<file path="src/rtl/card_stat_pkg.sv">
// Package: status word layout and counts shared by the status register block.
// Assumes live bits occupy the lowest positions and sticky bits follow in order.
package card_stat_pkg;
    localparam int STAT_W   = 9;
    localparam int N_LIVE   = 2;
    localparam int N_STICKY = STAT_W - N_LIVE;
    localparam int N_ROC    = 5;  // sticky bits cleared only by a status read

    // bit positions in the status word
    localparam int POS_XIDLE   = 0;
    localparam int POS_FEMPTY  = 1;
    localparam int POS_DMADONE = 2;
    localparam int POS_BLKOVR  = 3;
    localparam int POS_CTMO    = 4;
    localparam int POS_BACK    = 5;
    localparam int POS_BACKERR = 6;
    localparam int POS_OVR     = 7;
    localparam int POS_UNR     = 8;

    // indices into the sticky flag vector
    localparam int SIX_OVR = POS_OVR - N_LIVE;
    localparam int SIX_UNR = POS_UNR - N_LIVE;
endpackage

</file>
<file path="src/rtl/sticky_flag_bank.sv">
// Module: sticky_flag_bank
// A vector of set/clear flags. A set always beats a clear in the same cycle.
// Assumes set and clr are single-cycle strobes synchronous to clk.
module sticky_flag_bank #(
    parameter int N = 4
) (
    input  logic         clk,
    input  logic         rst_n,
    input  logic [N-1:0] set,
    input  logic [N-1:0] clr,
    output logic [N-1:0] q
);
    // Update every flag: set takes priority, otherwise clear, otherwise hold.
    always_ff @(posedge clk) begin
        if (!rst_n) q <= '0;
        else        q <= set | (q & ~clr);
    end

    for (genvar g = 0; g < N; g++) begin : g_chk
        AST_SET_WINS: assert property (@(posedge clk) disable iff (!rst_n)
            set[g] |=> q[g]);
        AST_CLR_TAKES: assert property (@(posedge clk) disable iff (!rst_n)
            (clr[g] && !set[g]) |=> !q[g]);
    end
endmodule

</file>
<file path="src/rtl/err_clr_ctrl.sv">
// Module: err_clr_ctrl
// Holds the error-clear mode bit and produces the clear strobes for the
// overrun and underrun flags. Assumes all strobes are one cycle wide.
module err_clr_ctrl (
    input  logic clk,
    input  logic rst_n,
    input  logic cfg_wr,
    input  logic cfg_wdata,
    input  logic stat_rd,
    input  logic new_xfer,
    output logic mode,
    output logic clr_ovr,
    output logic clr_unr
);
    // Capture the mode bit on a configuration write.
    always_ff @(posedge clk) begin
        if (!rst_n)      mode <= 1'b0;
        else if (cfg_wr) mode <= cfg_wdata;
    end

    // Derive the clear strobes from the current mode and the strobes.
    always_comb begin
        clr_ovr = new_xfer | (mode & stat_rd);
        clr_unr = clr_ovr | (cfg_wr & cfg_wdata);
    end
endmodule

</file>
<file path="src/rtl/irq_mask_gen.sv">
// Module: irq_mask_gen
// Holds the interrupt enable mask and drives irq as the OR of the enabled
// status bits. Assumes the status word is stable for the whole cycle.
module irq_mask_gen #(
    parameter int W = 8
) (
    input  logic         clk,
    input  logic         rst_n,
    input  logic         mask_wr,
    input  logic [W-1:0] mask_wdata,
    input  logic [W-1:0] stat_word,
    output logic         irq
);
    logic [W-1:0] mask_q;

    // Load the enable mask on a mask write.
    always_ff @(posedge clk) begin
        if (!rst_n)       mask_q <= '0;
        else if (mask_wr) mask_q <= mask_wdata;
    end

    // Combine enabled status bits into one request.
    always_comb irq = |(stat_word & mask_q);

    AST_IRQ_NEEDS_FLAG: assert property (@(posedge clk) disable iff (!rst_n)
        irq |-> (stat_word != '0));
endmodule

</file>
<file path="src/rtl/card_irq_status.sv">
// Module: card_irq_status (top)
// Status and error flag register of a memory-card host controller.
// Assumes event inputs are single-cycle pulses and the levels are synchronous.
module card_irq_status
    import card_stat_pkg::*;
(
    input  logic              clk,
    input  logic              rst_n,
    input  logic              evt_cmpl_tmo,
    input  logic              evt_blk_ovr,
    input  logic              evt_dma_done,
    input  logic              evt_boot_ack,
    input  logic              evt_boot_err,
    input  logic              evt_overrun,
    input  logic              evt_underrun,
    input  logic              lvl_fifo_empty,
    input  logic              lvl_xfer_idle,
    input  logic              stat_rd,
    input  logic              new_xfer,
    input  logic              cfg_wr,
    input  logic              cfg_wdata,
    input  logic              mask_wr,
    input  logic [STAT_W-1:0] mask_wdata,
    output logic [STAT_W-1:0] stat_word,
    output logic              irq
);
    logic [N_STICKY-1:0] set_v;
    logic [N_STICKY-1:0] clr_v;
    logic [N_STICKY-1:0] flag_q;
    logic                mode;
    logic                clr_ovr;
    logic                clr_unr;

    // Route event pulses to their sticky flag slots.
    always_comb begin
        set_v                          = '0;
        set_v[POS_DMADONE - N_LIVE]    = evt_dma_done;
        set_v[POS_BLKOVR - N_LIVE]     = evt_blk_ovr;
        set_v[POS_CTMO - N_LIVE]       = evt_cmpl_tmo;
        set_v[POS_BACK - N_LIVE]       = evt_boot_ack;
        set_v[POS_BACKERR - N_LIVE]    = evt_boot_err;
        set_v[SIX_OVR]                 = evt_overrun;
        set_v[SIX_UNR]                 = evt_underrun;
    end

    // Pick each flag's clear source: read for the plain ones, policy for the rest.
    always_comb begin
        for (int k = 0; k < N_STICKY; k++) clr_v[k] = (k < N_ROC) ? stat_rd : 1'b0;
        clr_v[SIX_OVR] = clr_ovr;
        clr_v[SIX_UNR] = clr_unr;
    end

    err_clr_ctrl u_clr (
        .clk      (clk),
        .rst_n    (rst_n),
        .cfg_wr   (cfg_wr),
        .cfg_wdata(cfg_wdata),
        .stat_rd  (stat_rd),
        .new_xfer (new_xfer),
        .mode     (mode),
        .clr_ovr  (clr_ovr),
        .clr_unr  (clr_unr)
    );

    sticky_flag_bank #(.N(N_STICKY)) u_flags (
        .clk  (clk),
        .rst_n(rst_n),
        .set  (set_v),
        .clr  (clr_v),
        .q    (flag_q)
    );

    // Assemble the status word: sticky flags above the live levels.
    always_comb begin
        stat_word             = {flag_q, {N_LIVE{1'b0}}};
        stat_word[POS_XIDLE]  = lvl_xfer_idle;
        stat_word[POS_FEMPTY] = lvl_fifo_empty;
    end

    irq_mask_gen #(.W(STAT_W)) u_irq (
        .clk       (clk),
        .rst_n     (rst_n),
        .mask_wr   (mask_wr),
        .mask_wdata(mask_wdata),
        .stat_word (stat_word),
        .irq       (irq)
    );

    AST_OVR_KEEP: assert property (@(posedge clk) disable iff (!rst_n)
        (stat_word[POS_OVR] && stat_rd && !mode && !new_xfer) |=> stat_word[POS_OVR]);
    AST_OVR_ROC: assert property (@(posedge clk) disable iff (!rst_n)
        (stat_rd && mode && !evt_overrun) |=> !stat_word[POS_OVR]);
    AST_UNR_CFG: assert property (@(posedge clk) disable iff (!rst_n)
        (cfg_wr && cfg_wdata && !evt_underrun) |=> !stat_word[POS_UNR]);
    AST_OVR_NEWCMD: assert property (@(posedge clk) disable iff (!rst_n)
        (new_xfer && evt_overrun) |=> stat_word[POS_OVR]);
endmodule

</file>
<file path="config.mk">
export PLATFORM = sky130hd
export DESIGN_NAME = card_irq_status
export DESIGN_NICKNAME = d
export VERILOG_FILES = /design/src/rtl/card_stat_pkg.sv /design/src/rtl/sticky_flag_bank.sv /design/src/rtl/err_clr_ctrl.sv /design/src/rtl/irq_mask_gen.sv /design/src/rtl/card_irq_status.sv
export SDC_FILE = /design/constraint.sdc
export NUM_CORES = 1
export LEC_CHECK = 0
export BUFFER_PORTS_ARGS = -buffer_cell sky130_fd_sc_hd__buf_2
export CORE_MARGIN = 2
export CORE_UTILIZATION = 38
export CTS_CLUSTER_DIAMETER = 120
export DETAILED_ROUTE_END_ITERATION = 8
export PLACE_DENSITY = 0.68
export SLEW_MARGIN = 20
export SYNTH_ARGS = -nofsm -noshare
export SYNTH_HDL_FRONTEND = slang
export SYNTH_SLANG_ARGS = --single-unit
</file>
<file path="constraint.sdc">
create_clock -name clk -period 0.8 [get_ports clk]
set_input_delay 0.16 -clock clk [delete_from_list [all_inputs] [get_ports clk]]
set_output_delay 0.16 -clock clk [all_outputs]
set_load 0.05 [all_outputs]
</file>
==> results.md <==
- Status: finished with violations
- Violations in the final reports: negative setup slack
- Seq/Total Area, Yosys: around half
- Layout Nets: about 130
- Fill cells: between 150 and 200
- Clock Skew: 0.000171 ns
- Max-Cap Viols: 0
- Mapped Area: approximately 680 sq um
- WP buf/inv: 2
- Vias: 590
- Vias in the first global route: between 500 and 600
- Slew @ Worst Pin: ~0.34 ns
- Core Area: between 0.0015 and 0.002 sq mm
- Initial core utilization: 39.8%
- TritonCTS clock tree: yes
- First-pass GRT wire length: about 2.3 mm
- Slew Limit Fails: 0
- Crit. End Element: output port
- CTS Buf Count: 3
- Synth unique cells: 18
- DR vias/cell: 4.50
- Synthesis warning total: 0
- Post-DP HPWL: approximately 1.1 mm
- DR DRC count: 0
- Congestion Overflow GR: 0
- I/O pin count: 35
- Die Ht: ~46 microns
- Diodes inserted: 0
- Final Hold Vio Count: 0
- Clock latency at the later pin of the worst-skew pair: 0.28 ns
- WL final: about 1.5 mm
- Net count after synthesis: 87
- P&R area growth vs syn: 63.7%
- DRT iter0 DRCs: 2
- WP data arrival: 1.42 ns
- WHS: approximately 0.079 ns
- CP cell instances: a222oi_1 -> buf_4 -> nand3_4 -> buf_6
- RSZ-0062 raised after global routing: true
- ANT nets after route: 0
- Synth Instances: between 60 and 70
- Most frequent cells in the layout: buf_2, nor2b_1, dfxtp_1
- DR pass1 iterations: 4
- Area of the die: 0.00214 sq mm
- Largest net degree at the start of global routing: 18
- Commonest non-fill, non-tap cell in the layout: buf_2
- #FFs+latches synth: 17
- GRT Util Overall: between 15 and 20%
- Clock transition at path regs: ~0.1 ns
- Crit-path leading delay family: flip-flops
- Root buffer cell: clkbuf_4
- Critical path data required time: approximately 0.64 ns
- Crit-path max cell delay: 0.36 ns
- Crit path kind: register to output port
- Pwr dens: between 1500 and 2000 mW/mm^2
- Hold Path Class: input port to register
- Period minus WS final: about 1.6 ns
- Mean Syn Cell Area: 11.0 sq um
- Worst Path Max Fanout: 2
- Site Rows: 15
- Leakage power: between 0.5 and 0.6 nW
- VDD IR max: ~0.0010 V
- Final worst-path cycle share: 198%
- Die X: approximately 46 microns
- Sink Count: 17
- Htree depth: 1
- CTS Buffer Depth: 2
- Initial antenna violation count: 0
- Total power: roughly 1.9 mW
- CP Launch Type: register
- Slew HR: approximately 77%
- Peak Freq: roughly 630 MHz
- Routed len/inst: 11.8 microns
- PnR worst setup slack: -0.784 ns
- Worst path slowest cell: dfxtp_4
- Setup-failing EPs final: 13
- Pre-CTS setup slack: -0.501 ns
- RD Place Congestion: 0.726
- Layout cell share with drive strength beyond 1: between 50% and 60%
- Port buffer count: 34
- TNS Setup: -2.67 ns
-- cell type report --
| class | instances | area (sq um) | share of cell area [%] |
|---|---|---|---|
| repair buffers | 44 | 357 | 32.1 |
| well taps | 25 | 31.3 | 2.81 |
| flip-flops and latches | 17 | 362 | 32.5 |
| clock inverters | 1 | 5.00 | 0.450 |
| multi-input cells | 41 | 335 | 30.1 |
| clock buffers | 3 | 22.5 | 2.02 |
-- metrics by stage --
step                      area [sq um]  cells  util [%]
after floorplan                    713     62         -
after global placement             960    125      56.2
after detailed placement           960    125      56.2
after CTS                         1080    130      63.4
after global routing              1110    131      65.1
final                             1110    131      65.1
-- registers in the layout, summed over array words and instances (netlist names) --
| name | cells |
|---|---|
| u_irq.mask_q | 9 |
| u_flags.q | 7 |
| u_clr.mode | 1 |
-- final timing paths --
kind / startpoint / endpoint / slack (ns) / cells past startpoint
setup / recovery: u_flags.q[1]$_SDFF_PN0_ / irq / -0.78 / 4
hold / removal: evt_blk_ovr / u_flags.q[1]$_SDFF_PN0_ / 0.08 / 2
setup reg to reg: u_flags.q[3]$_SDFF_PN0_ / u_flags.q[3]$_SDFF_PN0_ / -0.10 / 3
hold reg to reg: u_clr.mode$_SDFFE_PN0P_ / u_clr.mode$_SDFFE_PN0P_ / 0.50 / 2
-- cells in the mapped netlist --
library cell   n  area [sq um]
buf_2          1          5.00
nand3_1        1          5.00
buf_4          3          22.5
and2b_1        1          7.51
mux2i_1        9          90.1
a21boi_0       1          7.51
nand2_1        1          3.75
o21a_1         5          37.5
a31oi_1        1          6.26
a21oi_1        2          10.0
nand2b_1       1          6.26
a22o_1         1          8.76
a221oi_2       1          15.0
dfxtp_1       17           340
nor2b_1       14          87.6
a222oi_1       1          10.0
a22oi_1        1          7.51
and2b_2        1          8.76
-- worst reg2reg max path, cell delays in order (launching register included) --
cell and delay (ns):
dfxtp_4 0.36, buf_6 0.11, and2b_2 0.18, o21a_1 0.16
-- cells by family after synthesis --
kind of cell	count (synthesis)	share of synthesized area, %
buffers and inverters	4	4.05
AOI/OAI and AO/OA	13	15.1
muxes	9	13.3
DFF	17	50.1
and+or+nand+nor	19	17.5
-- power by group --
group / internal [mW] / switching, mW / leakage (nW) / total, mW
combinational: 0.257 / 0.255 / 0.356 / 0.512
clock: 0.185 / 0.259 / 0.0177 / 0.444
sequential: 0.895 / 0.0344 / 0.144 / 0.930
total: 1.34 / 0.548 / 0.518 / 1.89
-- timing repair --
item	CTS	global route
setup buffers	1	2
resized for setup	26	7
endpoints found under the hold margin	0	0
pin swaps	1	1
setup endpoints to repair	11	14
hold buffers	0	0
-- layer usage --
layer	part of all wire, %	track usage [%]	vias up
met2	52	24.4	23
met5	0	0	-
li1	-	-	304
met4	0.65	8.57	0
met3	4.8	4.71	2
met1	43	18.6	261
Note: power is estimated with default switching activity, not from simulation.
